===== src/rtl/eeseq_pkg.sv =====
// Shared codes for the serial EEPROM transaction sequencer.
// Assumes: the byte engine understands the four command codes below.
package eeseq_pkg;
    localparam logic [1:0] CMD_START = 2'd0;
    localparam logic [1:0] CMD_WRITE = 2'd1;
    localparam logic [1:0] CMD_READ  = 2'd2;
    localparam logic [1:0] CMD_STOP  = 2'd3;

    localparam logic [1:0] OP_WRITE    = 2'd0;
    localparam logic [1:0] OP_READ_CUR = 2'd1;

    localparam logic [2:0] ERR_NONE       = 3'd0;
    localparam logic [2:0] ERR_NACK_CTRL  = 3'd1;
    localparam logic [2:0] ERR_NACK_WADDR = 3'd2;
    localparam logic [2:0] ERR_NACK_DATA  = 3'd3;
    localparam logic [2:0] ERR_ARB        = 3'd4;

    localparam logic [3:0] DEV_TYPE = 4'b1010;

    typedef enum logic [3:0] {
        S_IDLE, S_START, S_CTRL_W, S_WADDR, S_WDATA, S_RSTART,
        S_CTRL_R, S_RDATA, S_STOP, S_FIN, S_WAIT
    } seq_state_t;
endpackage


===== src/rtl/eeseq_ctrl.sv =====
// Builds the write- and read-direction control bytes from the device type,
// chip-select bits and block-select address bits.
// Assumes: CHIP_W + BLK_W == 3 and both are at least 1.
module eeseq_ctrl #(
    parameter int CHIP_W = 1,
    parameter int BLK_W  = 2
) (
    input  logic [CHIP_W-1:0] chip,
    input  logic [BLK_W-1:0]  blk,
    output logic [7:0]        ctrl_wr,
    output logic [7:0]        ctrl_rd
);
    import eeseq_pkg::*;

    // Concatenate the fixed type code, select bits and direction bit.
    always_comb begin
        ctrl_wr = {DEV_TYPE, chip, blk, 1'b0};
        ctrl_rd = {DEV_TYPE, chip, blk, 1'b1};
    end
endmodule


===== src/rtl/eeseq_cnt.sv =====
// Remaining-byte counter: loaded with count-minus-one, decremented per byte.
// Assumes: dec is never asserted while the counter reads zero.
module eeseq_cnt #(
    parameter int LEN_W = 4
) (
    input  logic             clk,
    input  logic             rst_n,
    input  logic             load,
    input  logic [LEN_W-1:0] load_val,
    input  logic             dec,
    output logic             zero
);
    logic [LEN_W-1:0] cnt_q;

    // Hold the number of bytes still to move after the current one.
    always_ff @(posedge clk) begin
        if (!rst_n)    cnt_q <= '0;
        else if (load) cnt_q <= load_val;
        else if (dec)  cnt_q <= cnt_q - 1'b1;
    end

    assign zero = (cnt_q == '0);

    p_no_underflow_r2: assert property (@(posedge clk) disable iff (!rst_n)
        dec |-> !zero);
endmodule


===== src/rtl/eeseq_wait.sv =====
// Programming-time timer: after start, busy stays high for CYCLES cycles.
// Assumes: CYCLES >= 1; start only arrives while the timer is idle.
module eeseq_wait #(
    parameter int CYCLES = 5_000_000
) (
    input  logic clk,
    input  logic rst_n,
    input  logic start,
    output logic busy
);
    localparam int CW = $clog2(CYCLES + 1);
    logic [CW-1:0] cnt_q;

    // Count down the programming interval once started.
    always_ff @(posedge clk) begin
        if (!rst_n) begin
            busy  <= 1'b0;
            cnt_q <= '0;
        end else if (start) begin
            busy  <= 1'b1;
            cnt_q <= CW'(CYCLES - 1);
        end else if (busy) begin
            if (cnt_q == '0) busy  <= 1'b0;
            else             cnt_q <= cnt_q - 1'b1;
        end
    end

    p_start_idle_r8: assert property (@(posedge clk) disable iff (!rst_n)
        start |-> !busy);
endmodule


===== src/rtl/eeseq_top.sv =====
// Serial EEPROM transaction sequencer. Turns one write / addressed read /
// current-address read request into byte-engine commands, handles slave
// NACK (stop + error) and arbitration loss (abort, no stop), and holds off
// new requests for the programming time after a successful write.
// Assumes: the engine answers every issued command with one eng_done pulse
// at least one cycle later; wr_data holds the next write byte when popped.
module eeseq_top #(
    parameter int ADDR_W      = 10,
    parameter int MAX_LEN     = 16,
    parameter int WAIT_CYCLES = 5_000_000,
    localparam int LEN_W  = $clog2(MAX_LEN),
    localparam int BLK_W  = ADDR_W - 8,
    localparam int CHIP_W = 3 - BLK_W
) (
    input  logic              clk,
    input  logic              rst_n,
    input  logic              req_valid,
    output logic              req_ready,
    input  logic [1:0]        req_op,
    input  logic [ADDR_W-1:0] req_addr,
    input  logic [LEN_W-1:0]  req_len,
    input  logic [CHIP_W-1:0] req_chip,
    input  logic [7:0]        wr_data,
    output logic              wr_pop,
    output logic [7:0]        rd_data,
    output logic              rd_valid,
    output logic              done,
    output logic [2:0]        err,
    output logic              eng_cmd_valid,
    output logic [1:0]        eng_cmd,
    output logic [7:0]        eng_tx,
    output logic              eng_last,
    input  logic              eng_done,
    input  logic              eng_nack,
    input  logic              eng_arb_lost,
    input  logic [7:0]        eng_rx
);
    import eeseq_pkg::*;

    seq_state_t        state_q, state_d;
    logic [2:0]        err_q, err_d;
    logic [1:0]        op_q;
    logic [ADDR_W-1:0] addr_q;
    logic [CHIP_W-1:0] chip_q;
    logic              issued_q;
    logic              accept, step, cmd_state;
    logic              cnt_zero, cnt_dec, rd_take;
    logic              wait_busy, wait_start;
    logic [7:0]        ctrl_wr, ctrl_rd;

    eeseq_ctrl #(.CHIP_W(CHIP_W), .BLK_W(BLK_W)) u_ctrl (
        .chip    (chip_q),
        .blk     (addr_q[ADDR_W-1:8]),
        .ctrl_wr (ctrl_wr),
        .ctrl_rd (ctrl_rd)
    );

    eeseq_cnt #(.LEN_W(LEN_W)) u_cnt (
        .clk      (clk),
        .rst_n    (rst_n),
        .load     (accept),
        .load_val (req_len),
        .dec      (cnt_dec),
        .zero     (cnt_zero)
    );

    eeseq_wait #(.CYCLES(WAIT_CYCLES)) u_wait (
        .clk   (clk),
        .rst_n (rst_n),
        .start (wait_start),
        .busy  (wait_busy)
    );

    assign req_ready  = (state_q == S_IDLE);
    assign accept     = req_valid && req_ready;
    assign step       = eng_done && issued_q;
    assign done       = (state_q == S_FIN);
    assign err        = err_q;
    assign wait_start = (state_q == S_FIN) && (op_q == OP_WRITE) && (err_q == ERR_NONE);

    // Decode which states talk to the engine, and what they send.
    always_comb begin
        cmd_state = 1'b1;
        eng_cmd   = CMD_WRITE;
        eng_tx    = 8'h00;
        case (state_q)
            S_START, S_RSTART: eng_cmd = CMD_START;
            S_CTRL_W:          eng_tx  = ctrl_wr;
            S_CTRL_R:          eng_tx  = ctrl_rd;
            S_WADDR:           eng_tx  = addr_q[7:0];
            S_WDATA:           eng_tx  = wr_data;
            S_RDATA:           eng_cmd = CMD_READ;
            S_STOP:            eng_cmd = CMD_STOP;
            default:           cmd_state = 1'b0;
        endcase
    end

    assign eng_cmd_valid = cmd_state && !issued_q;
    assign eng_last      = (state_q == S_RDATA) && cnt_zero;
    assign wr_pop        = eng_cmd_valid && (state_q == S_WDATA);

    // Next-state and error decisions on each engine completion.
    always_comb begin
        state_d = state_q;
        err_d   = err_q;
        cnt_dec = 1'b0;
        rd_take = 1'b0;
        case (state_q)
            S_IDLE: if (req_valid) begin
                state_d = S_START;
                err_d   = ERR_NONE;
            end
            S_FIN:  state_d = wait_start ? S_WAIT : S_IDLE;
            S_WAIT: if (!wait_busy) state_d = S_IDLE;
            default: if (step) begin
                if (eng_arb_lost && state_q != S_STOP) begin
                    state_d = S_FIN;
                    err_d   = ERR_ARB;
                end else begin
                    case (state_q)
                        S_START:  state_d = (op_q == OP_READ_CUR) ? S_CTRL_R : S_CTRL_W;
                        S_RSTART: state_d = S_CTRL_R;
                        S_CTRL_W: begin
                            if (eng_nack) begin
                                err_d = ERR_NACK_CTRL; state_d = S_STOP;
                            end else state_d = S_WADDR;
                        end
                        S_WADDR: begin
                            if (eng_nack) begin
                                err_d = ERR_NACK_WADDR; state_d = S_STOP;
                            end else state_d = (op_q == OP_WRITE) ? S_WDATA : S_RSTART;
                        end
                        S_WDATA: begin
                            if (eng_nack) begin
                                err_d = ERR_NACK_DATA; state_d = S_STOP;
                            end else if (cnt_zero) state_d = S_STOP;
                            else cnt_dec = 1'b1;
                        end
                        S_CTRL_R: begin
                            if (eng_nack) begin
                                err_d = ERR_NACK_CTRL; state_d = S_STOP;
                            end else state_d = S_RDATA;
                        end
                        S_RDATA: begin
                            rd_take = 1'b1;
                            if (cnt_zero) state_d = S_STOP;
                            else cnt_dec = 1'b1;
                        end
                        S_STOP:  state_d = S_FIN;
                        default: state_d = S_IDLE;
                    endcase
                end
            end
        endcase
    end

    // Sequencer state, error code and issued-command flag.
    always_ff @(posedge clk) begin
        if (!rst_n) begin
            state_q  <= S_IDLE;
            err_q    <= ERR_NONE;
            issued_q <= 1'b0;
        end else begin
            state_q <= state_d;
            err_q   <= err_d;
            if (step)               issued_q <= 1'b0;
            else if (eng_cmd_valid) issued_q <= 1'b1;
        end
    end

    // Capture the request fields when it is accepted.
    always_ff @(posedge clk) begin
        if (!rst_n) begin
            op_q   <= OP_WRITE;
            addr_q <= '0;
            chip_q <= '0;
        end else if (accept) begin
            op_q   <= req_op;
            addr_q <= req_addr;
            chip_q <= req_chip;
        end
    end

    // Register each received byte out to the client.
    always_ff @(posedge clk) begin
        if (!rst_n) begin
            rd_valid <= 1'b0;
            rd_data  <= 8'h00;
        end else begin
            rd_valid <= rd_take;
            if (rd_take) rd_data <= eng_rx;
        end
    end

    p_single_issue_r2: assert property (@(posedge clk) disable iff (!rst_n)
        eng_cmd_valid |=> !eng_cmd_valid);
    p_pop_is_write_r2: assert property (@(posedge clk) disable iff (!rst_n)
        wr_pop |-> (eng_cmd_valid && eng_cmd == CMD_WRITE));
    p_done_pulse_r6: assert property (@(posedge clk) disable iff (!rst_n)
        done |=> !done);
    p_rd_not_at_done_r3: assert property (@(posedge clk) disable iff (!rst_n)
        rd_valid |-> !done);
    p_wait_blocks_r8: assert property (@(posedge clk) disable iff (!rst_n)
        wait_busy |-> !req_ready);
    p_last_only_read_r5: assert property (@(posedge clk) disable iff (!rst_n)
        (eng_cmd_valid && eng_last) |-> (eng_cmd == CMD_READ));
endmodule


===== config.mk =====
export PLATFORM = sky130hd
export DESIGN_NAME = eeseq_top
export DESIGN_NICKNAME = d
export VERILOG_FILES = /design/src/rtl/eeseq_pkg.sv /design/src/rtl/eeseq_ctrl.sv /design/src/rtl/eeseq_cnt.sv /design/src/rtl/eeseq_wait.sv /design/src/rtl/eeseq_top.sv
export SDC_FILE = /design/constraint.sdc
export NUM_CORES = 1
export LEC_CHECK = 0
export BUFFER_PORTS_ARGS = -buffer_cell sky130_fd_sc_hd__buf_4
export CAP_MARGIN = 20
export CORE_MARGIN = 2
export CORE_UTILIZATION = 54
export CTS_CLUSTER_DIAMETER = 80
export CTS_CLUSTER_SIZE = 25
export DETAILED_ROUTE_END_ITERATION = 12
export PLACE_DENSITY = 0.8
export SYNTH_ARGS = -nofsm -noshare
export SYNTH_HDL_FRONTEND = slang
export SYNTH_SLANG_ARGS = --single-unit

===== constraint.sdc =====
create_clock -name clk -period 2.3 [get_ports clk]
set_clock_uncertainty 0.05 [all_clocks]
set_input_delay 0.345 -clock clk [delete_from_list [all_inputs] [get_ports clk]]
set_output_delay 0.345 -clock clk [all_outputs]
set_load 0.05 [all_outputs]

Word-level counts from Yosys, hierarchy flattened
Index checks and enable logic that the tools add are counted.
- magnitude comparators: 0
- equal/unequal tests: 18
- add/sub/neg operators: 2
- shifts and indexed selects: 0
- bitwise logic cells: 3
- div/mod/pow operators: 0
- $mul: 0
- muxes and demuxes: 43
- reduce and logical (&&, ||, !) cells: 30
- operator list (operator ; number):
    23-bit 2-to-1 mux ; 3
    4-bit 2-to-1 mux ; 12
    4-bit case mux with 8 select lines ; 1
    8-bit case mux with 4 select lines ; 1
    23-bit logical NOT ; 1
    23-bit by 1-bit subtractor with 23-bit output (second input constant) ; 1
    3-bit 2-to-1 mux ; 7
    4-bit by 3-bit equality test with 1-bit output (second input constant) ; 4
    1-bit 2-to-1 mux ; 14
    4-bit equality test (second input constant) ; 3
    4-bit case mux with 3 select lines ; 1
    2-bit OR reduction ; 5
    3-bit case mux with 3 select lines ; 1
    4-bit by 2-bit equality test with 1-bit output (second input constant) ; 2
    1-bit logical AND ; 8
    4-bit logical NOT ; 2
    4-bit != test (second input constant) ; 2
    8-bit OR reduction ; 1
    7-bit AND reduction ; 1
    2-bit != test (second input constant) ; 3
    2-bit case mux with 3 select lines ; 1
    3-bit case mux with 2 select lines ; 1
    2-bit nonzero test ; 3
    5-bit nonzero test ; 1
    other kinds (14) ; 17
- word-level logic and storage cells: 108
- memories kept: 0
- memory bits (writable): 0
- output and inout port bits: 27
- ROM bits: 0
- input bits: 39
- bits in latches: 0
- bits in registers: 58

Depth between registers and ports, before layout
Gate-level depths: netlist of run 1.
- depth after elaboration: 9
- gate-level depth with buffers: 8
- depth with buffers taken out: 7

Modules after synthesis
A second synthesis of run 1 with hierarchy kept.
- cell total of the unflattened synthesis: 442
- area, all modules: 3570.9 um^2
- modules (own cells, without submodules) (module ; instances ; sequential area each (um^2) ; area an instance (um^2) ; cells an instance):
    eeseq_top ; 1 ; 600.6 ; 1796.7 ; 232
    eeseq_wait ; 1 ; 480.5 ; 1423.9 ; 167
    eeseq_cnt ; 1 ; 80.1 ; 222.7 ; 25
    eeseq_ctrl ; 1 ; 0.0 ; 127.6 ; 18

Worst setup path before layout of run 1
No wires, ideal clock.
- path kind: register to register
- start point: register state_q[2]
- end point: register issued_q
- buffers on the path: 1
- clock period less this slack: 2.546 ns
- setup slack: -0.246 ns
- data arrival time: 2.368 ns
- required time: 2.122 ns
- cell stages (with the launch flop): 6
- setup time: 0.128 ns
- cell sequence: dfxtp_1 -> buf_2 -> nor4_2 -> nor3_1 -> a21oi_1 -> nor2_1
- cells in the longest elaborated chain, start to end: 4
- elaborated cells on any way between the ends: 11
- those cells by class: eq/ne (8); mux (1); reduce/logical (2)
- ends and longest elaborated chain (what ; line ; text):
    from (decl) ; eeseq_top.sv:40 ; seq_state_t state_q, state_d;
    from (signal assigned) ; eeseq_top.sv:164 ; state_q <= state_d;
    4-bit by 3-bit equality test with 1-bit output, or another cell as far along ; eeseq_top.sv:86 ; case (state_q)
    8-bit OR reduction (no source line) * ; -- ;
    1-bit 2-to-1 mux * ; eeseq_top.sv:86 ;
    1-bit logical AND * ; eeseq_top.sv:98 ; assign eng_cmd_valid = cmd_state && !issued_q;
    net eng_cmd_valid ; eeseq_top.sv:29 ; output logic eng_cmd_valid,
    to (signal assigned) ; eeseq_top.sv:162 ; issued_q <= 1'b0;
    to (signal assigned) ; eeseq_top.sv:166 ; if (step) issued_q <= 1'b0;
    to (signal assigned) ; eeseq_top.sv:167 ; else if (eng_cmd_valid) issued_q <= 1'b1;
    to (decl) ; eeseq_top.sv:45 ; logic issued_q;
The timed path passes the listed nets; every way through them passes the cells marked *.
A chain may end at the register's enable or synchronous reset.

Worst setup path in the final report of run 1
- start point: register state_q[3]
- end point: output eng_tx[7]
- cells in the longest elaborated chain, start to end: 2
- elaborated cells on any way between the ends: 5
- those cells by class: eq/ne (4); mux (1)
- ends and longest elaborated chain (what ; line ; text):
    4-bit by 3-bit equality test with 1-bit output / 4-bit by 2-bit equality test with 1-bit output (equally long branches) ; eeseq_top.sv:86 ;
    8-bit case mux with 4 select lines * ; eeseq_top.sv:86 ;
    to (decl) ; eeseq_top.sv:31 ; output logic [7:0] eng_tx,
Every way passes the cells marked *; elsewhere a longest branch is shown, timed or not.

==> results of run 1 <==
kinds of logic (layout without fill, tap and decap cells):
logic type                 after synthesis  count (layout)  synth area share
DFF                                     58              58             0.391
muxes                                   15              15            0.0514
buffers and inverters                   37             110            0.0509
xor gates and xnor gates                17              17            0.0501
AOI/OAI and AO/OA                       93              93             0.197
adders and majority gates                2               2           0.00842
and+or+nand+nor                        145             145             0.252
what timing repair did:
action,CTS,global route
resized for setup,2,3
endpoints found under the setup margin,7,6
gates cloned,0,0
endpoints found under the hold margin,0,0
pin swaps,0,0
cells in the mapped netlist, drive strengths merged (2+ instances only):
cell type	number
dfxtp	58
nand2	52
a21oi	41
nor2	32
nor3	14
inv	13
mux2i	13
o21ai	13
clkbuf	12
xor2	12
buf	11
nand3	6
nand4	6
o211ai	6
a31oi	5
o2111ai	5
or4	5
xnor2	5
a22oi	4
nor4	4
o31ai	4
or3	4
and3	3
nand2b	3
nor2b	3
nor3b	3
a221o	2
a22o	2
and2	2
ha	2
mux2	2
nand4b	2
o21bai	2
o221ai	2
path summary, 6_finish.rpt:
| check | startpoint | endpoint | slack, ns | depth (start not counted) |
|---|---|---|---|---|
| worst min register to register | addr_q[7]$_SDFFE_PN0P_ | addr_q[7]$_SDFFE_PN0P_ | 0.41 | 2 |
| worst max-delay path | state_q[3]$_SDFFE_PN0P_ | eng_tx[7] | 0.11 | 7 |
| worst max register to register | u_wait.cnt_q[0]$_SDFFE_PN0P_ | u_wait.cnt_q[1]$_SDFFE_PN0P_ | 0.27 | 7 |
| worst min-delay path | req_len[1] | u_cnt.cnt_q[1]$_SDFFE_PN0P_ | 0.19 | 3 |
flip-flops by register name (all words and copies together) (netlist names):
register / flops
u_wait.busy: 1
err: 3
rd_valid: 1
chip_q: 1
addr_q: 10
state_q: 4
u_cnt.cnt_q: 4
u_wait.cnt_q: 23
op_q: 2
issued_q: 1
rd_data: 8
cell type report:
cell class | count | area, µm² | area share
Clock buffer | 14 | 193 | 0.0504
Inverter | 14 | 52.6 | 0.0138
Multi-Input combinational cell | 272 | 1680 | 0.440
Tap cell | 72 | 90.1 | 0.0236
Sequential cell | 58 | 1160 | 0.305
Timing Repair Buffer | 81 | 612 | 0.160
Clock inverter | 1 | 30.0 | 0.00786
per-layer routing:
metal	up-vias	share of wire
li1	1456	-
met1	1349	0.45
met2	81	0.48
met3	19	0.049
met4	0	0.023
met5	-	0
critical path: stages (launching register included):
cell	delay [ns]
dfxtp_1	0.32
buf_6	0.16
inv_1	0.10
nand2_1	0.13
nor3_1	0.06
buf_4	0.16
a221o_1	0.34
buf_4	0.19
stage by stage:
stage          area, µm²  total power [mW]  hold WS (ns)
2_1_floorplan       2990              1.32         0.382
3_3_place_gp        3590              1.44         0.395
3_5_place_dp        3590              1.45         0.403
4_1_cts             3810              2.47         0.173
5_1_grt             3820              2.55         0.179
6_report            3820              2.45         0.189
power breakdown:
group | internal, mW | switching (mW) | leakage [nW] | total (mW)
logic | 0.148 | 0.207 | 0.977 | 0.355
clock network | 0.642 | 0.379 | 0.115 | 1.02
registers | 1.04 | 0.0350 | 0.471 | 1.08
==> run_results.csv, run 1 <==
group,metric,value,unit
final_layout,layout_commonest_cell,"buf_4",
global_route,grt_use_total,0.259,
sta,max_freq,457,MHz
synthesis,syn-num-nets,408,
synthesis,synth.distinct_cells,56,
drt,first_pass_iters,4,
synthesis,netlist_area,0.00297,mm²
sta,grt_setup_unrepaired,"false",
sta,finalHoldViolations,0,
final_layout,insertedDiodeCount,0,
power_and_ir_drop,leakage,1.56,nW
placement,numPlacedInstances,497,
sta,setup_slack,0.112,ns
global_route,grt_pass1_vias,2828,
placement,place_ws,0.280,ns
final_layout,synthToLayoutAreaGrowth,28.5,%
placement,io_buffers,65,
synthesis,synth.top_cell.area_share,0.391,
drt,routedWlPerCell,14.5,µm
cts,cts_buffers,9,
global_route,gr-usage-met3,0.0621,
cts,cts_tree,"yes",
critical_path,worst-path-max-fanout,16,
synthesis,syn-mean-instance-area,8.10,µm²
drt,drt-initial-drc-count,194,
cts,post_cts_buffers,0,
final_layout,drive_gt1_frac,0.259,
die,core_area,0.00541,mm²
drt,routed_via_density,5.67,
synthesis,synthFlopType,"dfxtp_1",
drt,postRouteAntennaNets,0,
synthesis,syn_inst,367,
sta,fin_tns_setup,0,ns
worst_hold_path,holdCritPathClass,"input port to register",
power_and_ir_drop,peakVddDrop,404,µV
power_and_ir_drop,pwr_density_cell,642,mW/mm²
global_route,grt_start_max_net_pins,43,
critical_path,cp.arrival,1.79,ns
sta,worst_slew_pin_slew,0.564,ns
final_layout,final_cells,512,
placement,place.gp.congestion,0.970,
global_route,grt_pass1_wl,12700,µm
cts,cts.clk_slew.worst_paths,0.06,ns
critical_path,path_class,"register to primary output",
final_layout,fin_nets,477,
global_route,met1_usage,0.322,
synthesis,yosys-top-cells-area,"dfxtp_1 (39%), a21oi_1 (6.9%), nand2_1 (6.4%)",
sta,slew_violations,0,
cts,cts_max_level,3,
global_route,overflow,0,
die,dieArea,0.00611,mm²
job,maxCapViolCount,0,
synthesis,yosys.area.top_type,"dfxtp_1",
cts,holdBufCountCts,0,
cts,clockRootBuffer,"clkbuf_8",
drt,drt-total-wl,7440,µm
drt,drc_errors,0,
cts,clkLatencyLatePin,0.33,ns
die,die_height,78.2,µm
die,io_pins,66,
cts,cts.path.max_buffers,2,
final_layout,layout_common_cells,"buf_4 (80), dfxtp_1 (56), nand2_1 (51)",
synthesis,async_reset_ff_frac,0,
sta,max_slew_margin,0.623,
final_layout,fin_util,0.707,
synthesis,ys_ff_latch,58,
final_layout,fillCellCount,460,
placement,dp_hpwl,5350,µm
sta,fin_crit_sh,0.951,
drt,via_count,2905,
sta,finalCriticalPeriod,2.19,ns
critical_path,worst_setup_path_end_kind,"primary output",
critical_path,required,1.90,ns
global_route,grtUsageMet2,0.428,
die,start_util,0.550,
outcome,status,"finished clean",
sta,setup_viol,0,
die,die_x,78.2,µm
global_route,grt-busiest-layer,"met2",
synthesis,ys_seq_area_frac,0.391,
critical_path,cp-start-kind,"register",
synthesis,synth-edff-count,0,
synthesis,yosysWarnings,0,
cts,clock-sinks,58,
global_route,antenna_found_initial,0,
die,std_cell_rows,27,
No activity file was read; power rests on OpenSTA's default activity.
==> run 2, diff against run 1 <==
--- a/config.mk
+++ b/config.mk
@@ -9,2 +9,3 @@
 export CAP_MARGIN = 20
+export CORE_ASPECT_RATIO = 1.4
 export CORE_MARGIN = 2
--- a/constraint.sdc
+++ b/constraint.sdc
@@ -4,2 +4,2 @@
 set_output_delay 0.345 -clock clk [all_outputs]
-set_load 0.05 [all_outputs]
+set_load 0.02 [all_outputs]
==> run_results.csv, run 2 (synthesized netlist as in run 1, its figures left out) <==
group,metric,value,unit
critical_path,crit_top_cell,"buf_4",
critical_path,worst-path-max-fanout,13,
power_and_ir_drop,peakVddDrop,447,µV
final_layout,fin_nets,475,
global_route,antenna_found_initial,0,
drt,drt-initial-drc-count,209,
die,dieArea,0.00612,mm²
cts,post_cts_buffers,0,
power_and_ir_drop,leakage,1.51,nW
cts,clock-sinks,58,
power_and_ir_drop,pwr_density_cell,576,mW/mm²
die,start_util,0.550,
cts,cts.path.max_buffers,2,
critical_path,cpMaxStageDelayCell,"dfxtp_2",
final_layout,final-seq-area,0.00117,mm²
sta,finalHoldViolations,0,
cts,cts_max_level,3,
sta,setup_viol,0,
global_route,overflow,0,
global_route,grt_pass1_vias,2845,
sta,fin_crit_sh,0.935,
power_and_ir_drop,switching_share,0.264,
critical_path,r2r_end,"u_wait.cnt_q[8]$_SDFFE_PN0P_",
final_layout,synthToLayoutAreaGrowth,25.2,%
global_route,grt_start_max_net_pins,43,
drt,routedWlPerCell,14.6,µm
critical_path,path_cells,"buf_4, nor3_1, buf_4, a221o_1, buf_4",
critical_path,path_class,"register to primary output",
drt,postRouteAntennaNets,0,
power_and_ir_drop,clkPwrFrac,0.346,
placement,place.gp.congestion,0.943,
die,io_pins,66,
critical_path,cp-start-kind,"register",
final_layout,largest_register,"u_wait.cnt_q",
sta,slew_violations,0,
sta,fin_tns_setup,0,ns
power_and_ir_drop,switchingPower,565,µW
worst_hold_path,hp-start,"req_len[1]",
placement,io_buffers,65,
global_route,grt_pass1_wl,12200,µm
cts,clockRootBuffer,"clkbuf_8",
sta,grt_setup_unrepaired,"false",
sta,worst_slew_pin_slew,0.550,ns
outcome,status,"finished clean",
worst_hold_path,whs_path_depth,3,
final_layout,largest_register_ffs,23,
cts,clkLatencyLatePin,0.33,ns
drt,via_count,2942,
final_layout,layout_common_cells,"buf_4 (78), dfxtp_1 (54), nand2_1 (51)",
die,die_x,66.7,µm
drt,drc_errors,0,
final_layout,layout_commonest_cell,"buf_4",
critical_path,worst_setup_path_end_kind,"primary output",
die,std_cell_rows,32,
placement,place_ws,0.247,ns
die,die_height,91.8,µm
sta,setup_slack,0.148,ns
placement,dp_hpwl,5410,µm
job,maxCapViolCount,0,
critical_path,slowest_delay,0.47,ns
drt,routed_via_density,5.81,
cts,cts.clk_slew.worst_paths,0.06,ns
sta,max_freq,465,MHz
sta,max_slew_margin,0.632,
drt,drt-total-wl,7390,µm
power_and_ir_drop,p_int,1.58,mW
critical_path,r2r_start,"u_wait.cnt_q[0]$_SDFFE_PN0P_",
final_layout,multi_input_area,0.00166,mm²
final_layout,drive_gt1_frac,0.240,
final_layout,top_regs,"u_wait.cnt_q (23), addr_q (10), rd_data (8)",
drt,first_pass_iters,5,
power_and_ir_drop,power.sequential.fraction,0.502,
cts,cts_buffers,9,
critical_path,r2r_cells,7,
global_route,grt_use_total,0.261,
die,core_area,0.00541,mm²
critical_path,required,1.90,ns
critical_path,rrSetupSlack,0.31,ns
cts,cts_tree,"yes",
worst_hold_path,holdCritPathClass,"input port to register",
power_and_ir_drop,share_comb_of_total_power,0.152,
critical_path,cp.arrival,1.76,ns
final_layout,fillCellCount,460,
final_layout,insertedDiodeCount,0,
sta,finalCriticalPeriod,2.15,ns
worst_hold_path,hold_end,"u_cnt.cnt_q[1]$_SDFFE_PN0P_",
-- run 2: worst max-delay path: cells and delay by family (launching register included) --
family / cells / cell delay, ns
AOI/OAI and AO/OA: 1 / 0.35
buffers and inverters: 3 / 0.54
DFF: 1 / 0.47
and+or+nand+nor: 1 / 0.07
-- run 2: area by class of cell --
type,instances,area share
inverter,14,0.0141
sequential,58,0.315
clock buffer,15,0.0393
timing repair buffer,79,0.163
tap,68,0.0229
multi-input combinational,272,0.446
-- run 2: layer usage --
metal,global-route usage,vias up,part of all wire
met2,0.447,91,0.53
met4,0.148,0,0.031
met1,0.284,1381,0.39
met3,0.0663,22,0.050
li1,-,1448,-
met5,0,-,0
-- run 2: through the flow --
step,instance area [µm²],hold slack [ns],power [mW],instances,utilization
2_1_floorplan,2970,0.382,1.28,367,-
3_3_place_gp,3560,0.392,1.42,491,0.659
3_5_place_dp,3560,0.397,1.42,491,0.659
4_1_cts,3710,0.177,2.17,506,0.687
5_1_grt,3720,0.183,2.25,506,0.688
6_report,3720,0.187,2.14,506,0.688
-- run 2: repair_timing --
item | in CTS | in global routing
hold buffers | 0 | 0
setup endpoints to repair | 9 | 6
pin swaps | 0 | 0
endpoints found under the hold margin | 0 | 0
gates resized for setup | 4 | 3
-- run 2: worst max-delay path by stage --
stage,startpoint,to,slack [ns],cells past startpoint
2_1_floorplan,u_cnt.cnt_q[0]$_SDFFE_PN0P_,state_q[3]$_SDFFE_PN0P_,0.30,7
3_3_place_gp,state_q[0]$_SDFFE_PN0P_,eng_tx[2],0.23,6
3_5_place_dp,state_q[0]$_SDFFE_PN0P_,eng_tx[1],0.25,6
4_1_cts,state_q[3]$_SDFFE_PN0P_,eng_tx[7],0.08,6
5_1_grt,state_q[1]$_SDFFE_PN0P_,eng_tx[3],0.03,6
6_report,state_q[2]$_SDFFE_PN0P_,eng_tx[7],0.15,5
-- run 2: power groups by stage --
stage,logic (mW),clock network (mW),registers (mW)
CTS,0.326,0.768,1.08
detailed placement,0.324,0,1.10
global route,0.360,0.809,1.08
finish,0.326,0.741,1.08
global placement,0.321,0,1.10
floorplan,0.197,0,1.08
==> run 3, diff against run 2 <==
Settings changed: CORE_UTILIZATION 54 to 45, PLACE_DENSITY 0.8 to 0.69.
==> run_results.csv, run 3 (synthesized netlist as in run 1, its figures left out) <==
group,metric,value,unit
critical_path,slowest_delay,0.48,ns
power_and_ir_drop,peakVddDrop,451,µV
drt,routed_via_density,5.74,
power_and_ir_drop,switching_share,0.272,
global_route,grt_start_max_net_pins,23,
critical_path,crit_top_cell,"buf_4",
power_and_ir_drop,power.sequential.fraction,0.454,
sta,setup_viol,0,
sta,finalCriticalPeriod,2.22,ns
final_layout,largest_register_ffs,23,
final_layout,top_regs,"u_wait.cnt_q (23), addr_q (10), rd_data (8)",
die,core_area,0.00648,mm²
placement,place_area,0.00360,mm²
final_layout,fin_nets,479,
cts,cts.path.max_buffers,2,
die,die_height,100,µm
final_layout,layout_commonest_cell,"buf_4",
drt,first_pass_iters,5,
final_layout,fillCellCount,633,
sta,slew_violations,0,
cts,clkLatencyLatePin,0.33,ns
placement,io_buffers,65,
global_route,overflow,0,
final_layout,largest_register,"u_wait.cnt_q",
final_layout,layout_common_cells,"buf_4 (82), dfxtp_1 (54), nand2_1 (51)",
drt,drc_errors,0,
global_route,antenna_found_initial,0,
sta,fin_crit_sh,0.965,
cts,cts.clk_slew.worst_paths,0.07,ns
sta,max_slew_margin,0.661,
critical_path,worst_setup_path_end_kind,"primary output",
sta,grt_setup_unrepaired,"false",
critical_path,rrSetupSlack,0.21,ns
power_and_ir_drop,p_int,1.72,mW
worst_hold_path,hp-start,"req_len[1]",
power_and_ir_drop,pwr_density_cell,620,mW/mm²
die,io_pins,66,
power_and_ir_drop,leakage,1.55,nW
critical_path,path_class,"register to primary output",
global_route,grt_pass1_wl,13100,µm
cts,post_cts_buffers,0,
worst_hold_path,whs_path_depth,3,
critical_path,r2r_end,"u_cnt.cnt_q[2]$_SDFFE_PN0P_",
critical_path,cp-start-kind,"register",
die,std_cell_rows,35,
job,maxCapViolCount,0,
drt,postRouteAntennaNets,0,
critical_path,required,1.90,ns
sta,hold_ws,0.179,ns
final_layout,insertedDiodeCount,0,
global_route,grt_use_total,0.226,
critical_path,cp.arrival,1.83,ns
worst_hold_path,hold_end,"u_cnt.cnt_q[1]$_SDFFE_PN0P_",
critical_path,r2r_start,"u_cnt.cnt_q[0]$_SDFFE_PN0P_",
sta,fin_tns_setup,0,ns
placement,place.gp.congestion,0.890,
die,start_util,0.458,
cts,clock-sinks,58,
sta,finalHoldViolations,0,
sta,worst_slew_pin_slew,0.507,ns
power_and_ir_drop,clkPwrFrac,0.404,
final_layout,final_area,0.00381,mm²
critical_path,cpMaxStageDelayCell,"dfxtp_2",
drt,drt-total-wl,7750,µm
cts,holdBufCountCts,0,
global_route,grt_pass1_vias,2895,
drt,via_count,2965,
cts,clockRootBuffer,"clkbuf_8",
sta,max_freq,450,MHz
power_and_ir_drop,share_comb_of_total_power,0.143,
drt,drt-initial-drc-count,184,
critical_path,worst-path-max-fanout,16,
critical_path,path_cells,"inv_1, nand2_1, nor3_1, buf_4, a221o_1, buf_4",
outcome,status,"finished clean",
cts,cts_buffers,9,
drt,routedWlPerCell,15.0,µm
power_and_ir_drop,switchingPower,643,µW
die,die_x,72.7,µm
critical_path,r2r_cells,8,
final_layout,synthToLayoutAreaGrowth,28.3,%
worst_hold_path,holdCritPathClass,"input port to register",
placement,dp_hpwl,5670,µm
cts,cts_max_level,3,
final_layout,drive_gt1_frac,0.264,
cts,cts_tree,"yes",
die,dieArea,0.00728,mm²
-- run 3: cell types whose count changed in the layout (fill, tap and decap cells not counted) --
cell / before / now
clkbuf_1: 6 / 0
buf_4: 78 / 82
clkinvlp_4: 0 / 3
dfxtp_2: 2 / 4
dfxtp_4: 2 / 0
bufinv_16: 0 / 1
clkbuf_8: 9 / 10
clkinv_2: 0 / 1
clkinv_4: 0 / 1
nor2_1: 32 / 31
nor2_2: 0 / 1
-- run 3: final cells by class --
type | instances | area [µm²] | area share
clock inverters | 6 | 66.3 | 0.0174
repair buffers | 83 | 636 | 0.167
inverters | 14 | 52.6 | 0.0138
flip-flops and latches | 58 | 1170 | 0.306
clock buffers | 10 | 138 | 0.0361
well taps | 74 | 92.6 | 0.0243
multi-input cells | 272 | 1660 | 0.436
-- run 3: how the worst max path moves through the flow --
stage / startpoint / endpoint / slack [ns] / cells after the start
finish: state_q[3]$_SDFFE_PN0P_ / eng_tx[7] / 0.08 / 6
detailed placement: state_q[3]$_SDFFE_PN0P_ / eng_tx[7] / 0.25 / 6
global placement: state_q[3]$_SDFFE_PN0P_ / eng_tx[5] / 0.28 / 6
floorplan: u_cnt.cnt_q[0]$_SDFFE_PN0P_ / state_q[3]$_SDFFE_PN0P_ / 0.30 / 7
CTS: state_q[0]$_SDFFE_PN0P_ / eng_tx[2] / 0.02 / 6
global route: state_q[1]$_SDFFE_PN0P_ / eng_cmd_valid / 0.02 / 4
-- run 3: critical path, delay by kind of cell, from the launching register on --
kind                   cells  cell delay (ns)
buffers and inverters      3             0.46
flip-flops                 1             0.48
AND/OR/NAND/NOR            2             0.20
AO/OA/AOI/OAI              1             0.35
-- run 3: what timing repair did --
item	CTS	global route
pin swaps	0	0
endpoints found under the setup margin	6	11
hold endpoints to repair	0	0
gates resized for setup	3	3
-- run 3: per-stage QoR --
stage | util | power [mW] | instances | setup slack, ns
2_1_floorplan | - | 1.28 | 367 | 0.302
3_3_place_gp | 0.556 | 1.42 | 501 | 0.281
3_5_place_dp | 0.556 | 1.43 | 501 | 0.246
4_1_cts | 0.588 | 2.38 | 517 | 0.0229
5_1_grt | 0.588 | 2.47 | 517 | 0.0163
6_report | 0.588 | 2.37 | 517 | 0.0799
-- run 3: power groups by stage --
stage,logic (mW),registers [mW],clock network (mW)
2_1_floorplan,0.197,1.08,0
3_3_place_gp,0.329,1.09,0
3_5_place_dp,0.334,1.09,0
4_1_cts,0.336,1.07,0.976
5_1_grt,0.372,1.08,1.02
6_report,0.337,1.07,0.954
-- run 3: routing by layer --
metal | part of all wire | track usage | vias up | wire length, µm
li1 | - | - | 1458 | -
met1 | 0.39 | 0.248 | 1382 | 3020
met2 | 0.51 | 0.393 | 92 | 3980
met3 | 0.046 | 0.0452 | 33 | 353
met4 | 0.051 | 0.134 | 0 | 399
met5 | 0 | 0 | - | 0
